<file path="src/rtl/wkc_pkg.sv">
package wkc_pkg;

    // Fixed source positions; the power controller decodes these line numbers.
    localparam int unsigned LN_VDET  = 16;
    localparam int unsigned LN_ALARM = 17;
    localparam int unsigned LN_TAMP  = 19;
    localparam int unsigned LN_RTCWK = 20;
    localparam int unsigned LN_CMP1  = 21;
    localparam int unsigned LN_CMP2  = 22;
    localparam int unsigned MIN_LINES = 23;

    localparam int unsigned ADDR_W = 3;

    localparam logic [ADDR_W-1:0] ADR_RISE = 3'd0;
    localparam logic [ADDR_W-1:0] ADR_FALL = 3'd1;
    localparam logic [ADDR_W-1:0] ADR_IMSK = 3'd2;
    localparam logic [ADDR_W-1:0] ADR_EMSK = 3'd3;
    localparam logic [ADDR_W-1:0] ADR_PEND = 3'd4;
    localparam logic [ADDR_W-1:0] ADR_LCFG = 3'd5;

    // Mode bit offsets above the line index in a line-configure write.
    localparam int unsigned LC_IRQ  = 0;
    localparam int unsigned LC_EVT  = 1;
    localparam int unsigned LC_RISE = 2;
    localparam int unsigned LC_FALL = 3;

endpackage

</file>
<file path="src/rtl/wkc_sync.sv">
module wkc_sync #(
    parameter int unsigned W = 23
) (
    input  logic         clk_i,
    input  logic         rst_ni,
    input  logic [W-1:0] async_i,
    output logic [W-1:0] sync_o
);

    typedef struct packed {
        logic [W-1:0] meta;
        logic [W-1:0] stab;
    } sync_st_t;

    sync_st_t st_d, st_q;

    always_comb begin
        st_d.meta = async_i;
        st_d.stab = st_q.meta;
    end

    always_ff @(posedge clk_i or negedge rst_ni) begin
        if (!rst_ni) begin
            st_q <= '0;
        end else begin
            st_q <= st_d;
        end
    end

    assign sync_o = st_q.stab;

endmodule

</file>
<file path="src/rtl/wkc_edge.sv">
module wkc_edge #(
    parameter int unsigned W = 23
) (
    input  logic         clk_i,
    input  logic         rst_ni,
    input  logic [W-1:0] lvl_i,
    output logic [W-1:0] rise_o,
    output logic [W-1:0] fall_o
);

    logic [W-1:0] prev_d, prev_q;

    always_comb begin
        prev_d = lvl_i;
    end

    always_ff @(posedge clk_i or negedge rst_ni) begin
        if (!rst_ni) begin
            prev_q <= '0;
        end else begin
            prev_q <= prev_d;
        end
    end

    assign rise_o = lvl_i & ~prev_q;
    assign fall_o = ~lvl_i & prev_q;

endmodule

</file>
<file path="src/rtl/wkc_cfg.sv">
module wkc_cfg
    import wkc_pkg::*;
#(
    parameter int unsigned N = 23
) (
    input  logic              clk_i,
    input  logic              rst_ni,
    input  logic              wr_en_i,
    input  logic [ADDR_W-1:0] wr_addr_i,
    input  logic [N-1:0]      wr_data_i,
    input  logic [ADDR_W-1:0] rd_addr_i,
    output logic [N-1:0]      rd_data_o,
    input  logic [N-1:0]      rise_pls_i,
    input  logic [N-1:0]      fall_pls_i,
    output logic [N-1:0]      rise_en_o,
    output logic [N-1:0]      fall_en_o,
    output logic [N-1:0]      irq_en_o,
    output logic [N-1:0]      evt_en_o,
    output logic [N-1:0]      pend_o,
    output logic              evt_o
);

    localparam int unsigned LIDX_W = $clog2(N);
    localparam int unsigned MODE_B = LIDX_W;

    typedef struct packed {
        logic [N-1:0] rise;
        logic [N-1:0] fall;
        logic [N-1:0] imsk;
        logic [N-1:0] emsk;
        logic [N-1:0] pend;
        logic         evt;
    } cfg_st_t;

    cfg_st_t st_d, st_q;

    logic [N-1:0]        trig;
    logic [N-1:0]        clr;
    logic [LIDX_W-1:0]   sel;

    always_comb begin
        st_d = st_q;
        sel  = wr_data_i[LIDX_W-1:0];
        trig = (rise_pls_i & st_q.rise) | (fall_pls_i & st_q.fall);
        clr  = '0;

        if (wr_en_i) begin
            case (wr_addr_i)
                ADR_RISE: st_d.rise = wr_data_i;
                ADR_FALL: st_d.fall = wr_data_i;
                ADR_IMSK: st_d.imsk = wr_data_i;
                ADR_EMSK: st_d.emsk = wr_data_i;
                ADR_PEND: clr = wr_data_i;
                ADR_LCFG: begin
                    for (int l = 0; l < N; l++) begin
                        if (sel == LIDX_W'(l)) begin
                            st_d.imsk[l] = wr_data_i[MODE_B + LC_IRQ];
                            st_d.emsk[l] = wr_data_i[MODE_B + LC_EVT];
                            st_d.rise[l] = wr_data_i[MODE_B + LC_RISE];
                            st_d.fall[l] = wr_data_i[MODE_B + LC_FALL];
                        end
                    end
                end
                default: ;
            endcase
        end

        // New qualifying edges override a simultaneous clear.
        st_d.pend = (st_q.pend & ~clr) | (trig & st_q.imsk);
        st_d.evt  = |(trig & st_q.emsk);
    end

    always_ff @(posedge clk_i or negedge rst_ni) begin
        if (!rst_ni) begin
            st_q <= '0;
        end else begin
            st_q <= st_d;
        end
    end

    always_comb begin
        case (rd_addr_i)
            ADR_RISE: rd_data_o = st_q.rise;
            ADR_FALL: rd_data_o = st_q.fall;
            ADR_IMSK: rd_data_o = st_q.imsk;
            ADR_EMSK: rd_data_o = st_q.emsk;
            ADR_PEND: rd_data_o = st_q.pend;
            default:  rd_data_o = '0;
        endcase
    end

    assign rise_en_o = st_q.rise;
    assign fall_en_o = st_q.fall;
    assign irq_en_o  = st_q.imsk;
    assign evt_en_o  = st_q.emsk;
    assign pend_o    = st_q.pend;
    assign evt_o     = st_q.evt;

endmodule

</file>
<file path="src/rtl/wkc_top.sv">
module wkc_top
    import wkc_pkg::*;
#(
    parameter int unsigned NLINES = 23
) (
    input  logic              clk_i,
    input  logic              rst_ni,
    input  logic              vdet_i,
    input  logic              rtc_alarm_i,
    input  logic              rtc_tamp_i,
    input  logic              rtc_wkup_i,
    input  logic              cmp1_i,
    input  logic              cmp2_i,
    input  logic [NLINES-1:0] gp_lines_i,
    input  logic              wr_en_i,
    input  logic [2:0]        wr_addr_i,
    input  logic [NLINES-1:0] wr_data_i,
    input  logic [2:0]        rd_addr_i,
    output logic [NLINES-1:0] rd_data_o,
    output logic [NLINES-1:0] irq_o,
    output logic              wake_evt_o
);

    logic [NLINES-1:0] src;
    logic [NLINES-1:0] lvl;
    logic [NLINES-1:0] rise_pls;
    logic [NLINES-1:0] fall_pls;
    logic [NLINES-1:0] rise_en;
    logic [NLINES-1:0] fall_en;
    logic [NLINES-1:0] irq_en;
    logic [NLINES-1:0] evt_en;
    logic [NLINES-1:0] pend;

    // Fixed sources own their lines; the general-purpose bits there are dropped.
    always_comb begin
        src           = gp_lines_i;
        src[LN_VDET]  = vdet_i;
        src[LN_ALARM] = rtc_alarm_i;
        src[LN_TAMP]  = rtc_tamp_i;
        src[LN_RTCWK] = rtc_wkup_i;
        src[LN_CMP1]  = cmp1_i;
        src[LN_CMP2]  = cmp2_i;
    end

    wkc_sync #(.W(NLINES)) sync_i (
        .clk_i   (clk_i),
        .rst_ni  (rst_ni),
        .async_i (src),
        .sync_o  (lvl)
    );

    wkc_edge #(.W(NLINES)) edge_i (
        .clk_i  (clk_i),
        .rst_ni (rst_ni),
        .lvl_i  (lvl),
        .rise_o (rise_pls),
        .fall_o (fall_pls)
    );

    wkc_cfg #(.N(NLINES)) cfg_i (
        .clk_i      (clk_i),
        .rst_ni     (rst_ni),
        .wr_en_i    (wr_en_i),
        .wr_addr_i  (wr_addr_i),
        .wr_data_i  (wr_data_i),
        .rd_addr_i  (rd_addr_i),
        .rd_data_o  (rd_data_o),
        .rise_pls_i (rise_pls),
        .fall_pls_i (fall_pls),
        .rise_en_o  (rise_en),
        .fall_en_o  (fall_en),
        .irq_en_o   (irq_en),
        .evt_en_o   (evt_en),
        .pend_o     (pend),
        .evt_o      (wake_evt_o)
    );

    assign irq_o = pend & irq_en;

endmodule

</file>
<file path="config.mk">
export PLATFORM = sky130hd
export DESIGN_NAME = wkc_top
export DESIGN_NICKNAME = d
export VERILOG_FILES = /design/src/rtl/wkc_pkg.sv /design/src/rtl/wkc_sync.sv /design/src/rtl/wkc_edge.sv /design/src/rtl/wkc_cfg.sv /design/src/rtl/wkc_top.sv
export SDC_FILE = /design/constraint.sdc
export NUM_CORES = 1
export LEC_CHECK = 0
export CORE_MARGIN = 2
export CORE_UTILIZATION = 25
export DETAILED_ROUTE_END_ITERATION = 7
export PLACE_DENSITY_LB_ADDON = 0.1
export SETUP_SLACK_MARGIN = 0.2
export SYNTH_ARGS = -nofsm -noshare
export SYNTH_HDL_FRONTEND = slang
export SYNTH_SLANG_ARGS = --single-unit
export TNS_END_PERCENT = 10
</file>
<file path="constraint.sdc">
create_clock -name clk_i -period 3 [get_ports clk_i]
set_clock_uncertainty 0.05 [all_clocks]
set_input_delay 0.45 -clock clk_i [delete_from_list [all_inputs] [get_ports clk_i]]
set_output_delay 0.45 -clock clk_i [all_outputs]
set_load 0.02 [all_outputs]
</file>
Word-level counts from Yosys, hierarchy flattened
Cells that the tools add are included.
{"block": "totals", "regBits": 185, "input_bits": 61, "out_inout_bits": 47, "elab_cells": 363}
{"block": "op_classes", "eq_ne": 54, "n_mux": 99, "bitwise_logic": 13, "reduce_logical": 100}
{"cell": "AND reduction 3 bit", "n": 92}
{"cell": "AND 23 bit", "n": 8}
{"cell": "case mux 23 bit (2 select lines)", "n": 4}
{"cell": "case mux 23 bit (5 select lines)", "n": 1}
{"cell": "two-way mux 1 bit", "n": 92}
{"cell": "NOT 23 bit", "n": 3}
{"cell": "two-way mux 23 bit", "n": 2}
{"cell": "!= test 2 x 1 -> 1 bit (second input constant)", "n": 23}
{"cell": "OR 23 bit", "n": 2}
{"cell": "equality test 5 x 4 -> 1 bit (second input constant)", "n": 8}
{"cell": "equality test 5 bit (second input constant)", "n": 7}
{"cell": "OR reduction 23 bit", "n": 1}
{"cell": "equality test 5 x 3 -> 1 bit (second input constant)", "n": 4}
{"cell": "equality test 3 x 2 -> 1 bit (second input constant)", "n": 4}
{"cell": "equality test 5 x 2 -> 1 bit (second input constant)", "n": 2}
{"cell": "equality test 3 bit (second input constant)", "n": 3}
{"cell": "nonzero test 2 bit", "n": 4}
{"cell": "equality test 3 x 1 -> 1 bit (second input constant)", "n": 2}
{"cell": "zero test 3 bit", "n": 2}
{"cell": "equality test 5 x 1 -> 1 bit (second input constant)", "n": 1}
{"cell": "zero test 5 bit", "n": 1}

Logic depth before layout (Yosys ltp)
{"block": "depth", "depth_word": 6, "depth_mapped": 8, "mapped_depth_nobuf": 5}

Hierarchy
From an unflattened synthesis, not the netlist that was laid out.
{"block": "unflattened", "cells_unflattened": 834, "hier_area_um2": 9039.9}
{"module": "wkc_cfg", "n_inst": 1, "cells_per_inst": 696, "area_per_inst_um2": 6766.5, "seq_area_each_um2": 2902.8}
{"module": "wkc_sync", "n_inst": 1, "cells_per_inst": 46, "area_per_inst_um2": 1151.1, "seq_area_each_um2": 1151.1}
{"module": "wkc_edge", "n_inst": 1, "cells_per_inst": 69, "area_per_inst_um2": 978.4, "seq_area_each_um2": 575.6}
{"module": "wkc_top", "n_inst": 1, "cells_per_inst": 23, "area_per_inst_um2": 143.9, "seq_area_each_um2": 0.0}

Least setup slack after synthesis
OpenSTA, ideal clock, no wires.
{"block": "synth_path", "path_kind": "input to output", "start": "input port rd_addr_i[1]", "end": "output port rd_data_o[0]", "arrival_ps": 1602, "required_ps": 2500, "slack_ps": 898, "cell_stages": 6, "n_path_buf": 2, "cell_sequence": "buf_2 -> nor3b_1 -> clkbuf_1 -> nand2_1 -> o21ai_0 -> a221o_1"}
{"block": "synth_via", "elab_chain_len": 2}
{"element": "from (decl)", "line_no": "wkc_top.sv:18", "source": "input logic [2:0] rd_addr_i,"}
{"element": "equality test 3 bit (tied with other cells)", "line_no": "wkc_cfg.sv:82", "source": "case (rd_addr_i)"}
{"element": "case mux 23 bit (5 select lines) (*)", "line_no": "wkc_cfg.sv:82"}
{"element": "to (decl)", "line_no": "wkc_top.sv:19", "source": "output logic [NLINES-1:0] rd_data_o,"}
Every way passes the cells marked *; elsewhere a longest branch is shown, timed or not.

Worst setup path in the final report
{"block": "layout_path", "start": "input port rd_addr_i[0]", "end": "output port rd_data_o[15]"}
Same word-level chain as after synthesis.

==> metrics.md <==
| Metric | Value |
|---|---|
| Status | `completed` |
| Worst Tran Pin Value | `0.839 ns` |
| Top cells by area, synth | `dfrtp_1 (54%), nor2_1 (7.1%), a31oi_1 (6.7%)` |
| Ant. Diodes | `0` |
| Number of synthesized register bits | `185` |
| VDD IR max | `0.406 mV` |
| Cells along the critical path | `dlygate4sd2_1, nor3b_2, buf_4, a221o_1, clkdlybuf4s50_1` |
| DRC | `0` |
| Final Cell Area | `about 11000 um2` |
| First-pass GRT wire length | `44900 um` |
| Clk pwr share | `32.5%` |
| Vias/cell | `approximately 4.8` |
| Fraction of registers with async set/reset | `100%` |
| Synth Warn # | `0` |
| Post-CTS Setup Bufs | `0` |
| H-tree depth | `4` |
| Yosys top cell by area | `dfrtp_1` |
| Multi-input gate area | `3700 um2` |
| Crit path required time | `2.50 ns` |
| Crit Path Max Fanout | `11` |
| Sw frac | `31.5%` |
| Post-Route WL | `29500 um` |
| Area grow syn2layout | `27.7%` |
| Layout Cells excl Fill | `about 1400` |
| Fmax | `371 MHz` |
| Post-synthesis cell count | `842` |
| Worst-case clock buffer depth | `2` |
| Top delay family on crit path | `buffers and inverters` |
| Die width | `about 190 um` |
| Row count | `67` |
| Final Core Density | `32.4%` |
| Worst Reg-to-Reg Cells | `5` |
| Synth cell count leaders | `dfrtp_1 (185), nor2_1 (162), nand2_1 (101)` |
| Final worst slack | `0.303 ns` |
| Final hold vios | `0` |
| Initial Utilization | `between 20% and 30%` |
| Avg Cell Area, Syn | `10.1 um2` |
| Vias in the first global route | `6837` |
| Buf/Inv on CP | `3` |
| Unrepaired setup endpoints after global routing | `yes` |
| Core region area | `33600 um2` |
| Final setup fails | `0` |
| Max_cap viols | `0` |
| Routed len/inst | `20.8 um` |
| Crit path launch type | `primary input` |
| Worst hold path class | `register to register` |
| Logic pwr share | `approximately a quarter` |
| Clock Tree Root | `clkbuf_16` |
| Seq/Total Area, Yosys | `54.2%` |
| Synthesized area | `8540 um2` |
| Via Count | `6868` |
| Final period util | `between 80% and 90%` |
| Setup TNS Final | `0 ns` |
| Syn_nets | `approximately 900` |
| Number of detailed-route iterations in the first pass | `5` |
| Final hold slack | `a little under 0.3 ns` |
| Internal Power | `5.11 mW` |
| Buffers added on ports | `101` |
| Register area | `roughly 4600 um2` |
| # IOs | `between 100 and 150` |
| Final nets | `1019` |
| Min Tclk post-route | `2.70 ns` |
| Hold Path Cell Cnt | `0` |
| GP Congestion | `0.767` |
| Clk sinks | `185` |
| Tot Pwr | `7.46 mW` |
| Crit. End Element | `output port` |
| Total CTS buffers | `17` |
| PwrDens | `684 nW/um2` |
| Clock transition at the registers of the reported paths | `0.07 ns` |
| Leak | `roughly 4.4 nW` |
| WS Path Type | `primary input to output port` |
| Psw | `2.35 mW` |
| CP max-delay cell | `clkdlybuf4s50_1` |
| Slew Limit Fails | `0` |
| Max incr delay on CP | `~0.6 ns` |
| Count leader, synth | `dfrtp_1` |
| Largest net degree at the start of global routing | `56` |
| Placed Area | `10300 um2` |
| Synth cell types | `45` |
| WP depth | `5` |
| Placed Instances | `~1400` |
| Post-DP HPWL | `19900 um` |
| Post-synth top flop | `dfrtp_1` |
| Routed Antenna Nets | `0` |
| Flop pwr share | `a little over two fifths` |
| Die Footprint | `35600 um2` |
| Clock latency on the worst-skew pair | `0.45 ns` |
| Die Y | `189 um` |
| Overall routing resource usage | `17.1%` |
| Post-synth EDFFs | `0` |
| TritonCTS clock tree | `yes` |
| Final-layout fill cell count | `3434` |
| Layout cells sized above 1 | `12.0%` |
| Setup WS pre-CTS | `-0.0254 ns` |
| GRT Residual Overflow | `0` |
| Initial antenna violation count | `0` |
| CP arrival | `2.20 ns` |
| Top cell type's share of synthesized area | `between 50% and 60%` |
| Drt initial violations | `between 500 and 600` |
| Relative slew margins | `43.5%` |
-- cell usage in the layout, fill, tap and decap left out, drive strengths merged, types with 3 or more instances in the layout --
cell type	instances
a221o	22
nand2	101
clkdlybuf4s50	84
dlygate4sd2	13
nand3	11
clkinvlp	3
nor2b	10
inv	5
mux2i	22
mux2	4
nand3b	17
buf	37
dfrtp	185
and2	23
a22oi	4
nand4	4
a31oi	101
a22o	25
clkbuf	23
o21ai	45
nor3b	4
a21oi	9
and2b	3
nand4b	8
bufinv	3
nor2	183
-- sequential cells by signal (all words and copies together) (netlist names) --
name and cells:
cfg_i.evt_o 1, sync_i.sync_o 23, sync_i.st_d 23, cfg_i.pend_o 23, cfg_i.fall_en_o 23, cfg_i.rise_en_o 23
edge_i.prev_q 23, cfg_i.evt_en_o 23, cfg_i.irq_en_o 23
-- cell type report --
class / instances / area share, %
clock buffers: 22 / 4.35
clock inverters: 10 / 1.29
inverters: 3 / 0.103
multi-input cells: 614 / 33.9
flip-flops and latches: 185 / 42.5
well taps: 448 / 5.14
repair buffers: 137 / 12.7
-- path summary, 6_finish.rpt --
| path | startpoint | endpoint | slack, ns |
|---|---|---|---|
| min reg2reg | sync_i.st_d[17] | sync_i.sync_o[17] | 0.30 |
| min in group asynchronous | rst_ni | cfg_i.pend_o[14] | 0.46 |
| min | sync_i.st_d[17] | sync_i.sync_o[17] | 0.30 |
| max in group asynchronous | rst_ni | edge_i.prev_q[6] | 1.59 |
| max | rd_addr_i[0] | rd_data_o[15] | 0.30 |
| max reg2reg | cfg_i.rise_en_o[20] | cfg_i.evt_o | 1.14 |
-- routing by layer --
layer / vias to the layer above / share of wire [%] / track usage [%]
met4: 0 / 1.4 / 4.24
met5: - / 0 / 0
li1: 3252 / - / -
met1: 3412 / 50 / 25.2
met3: 22 / 4.6 / 3.04
met2: 182 / 44 / 25.7
-- kinds of logic (layout without fill, tap and decap cells) --
family / count (synthesis) / in the layout / share of synthesized area (%)
xor+xnor: 2 / 2 / 0.205
compound gates: 213 / 213 / 18.1
mux: 27 / 27 / 3.37
flops: 185 / 185 / 54.2
simple gates: 372 / 372 / 21.4
buf+inv: 43 / 172 / 2.70
-- timing repair --
item | CTS | global route
hold endpoints to repair | 41 | 0
pin swaps | 1 | 0
resized for setup | 16 | 1
endpoints found under the setup margin | 22 | 3
cloned | 0 | 0
hold buffers | 1 | 0
-- power by group through the flow --
stage / clock, mW / sequential, mW / combinational [mW]
after global routing: 2.59 / 3.33 / 1.93
after global placement: 0 / 3.32 / 1.79
after floorplan: 0 / 3.18 / 1.04
after CTS: 2.50 / 3.27 / 1.79
final: 2.42 / 3.27 / 1.76
after detailed placement: 0 / 3.32 / 1.80
(Power assumes the default switching activity.)
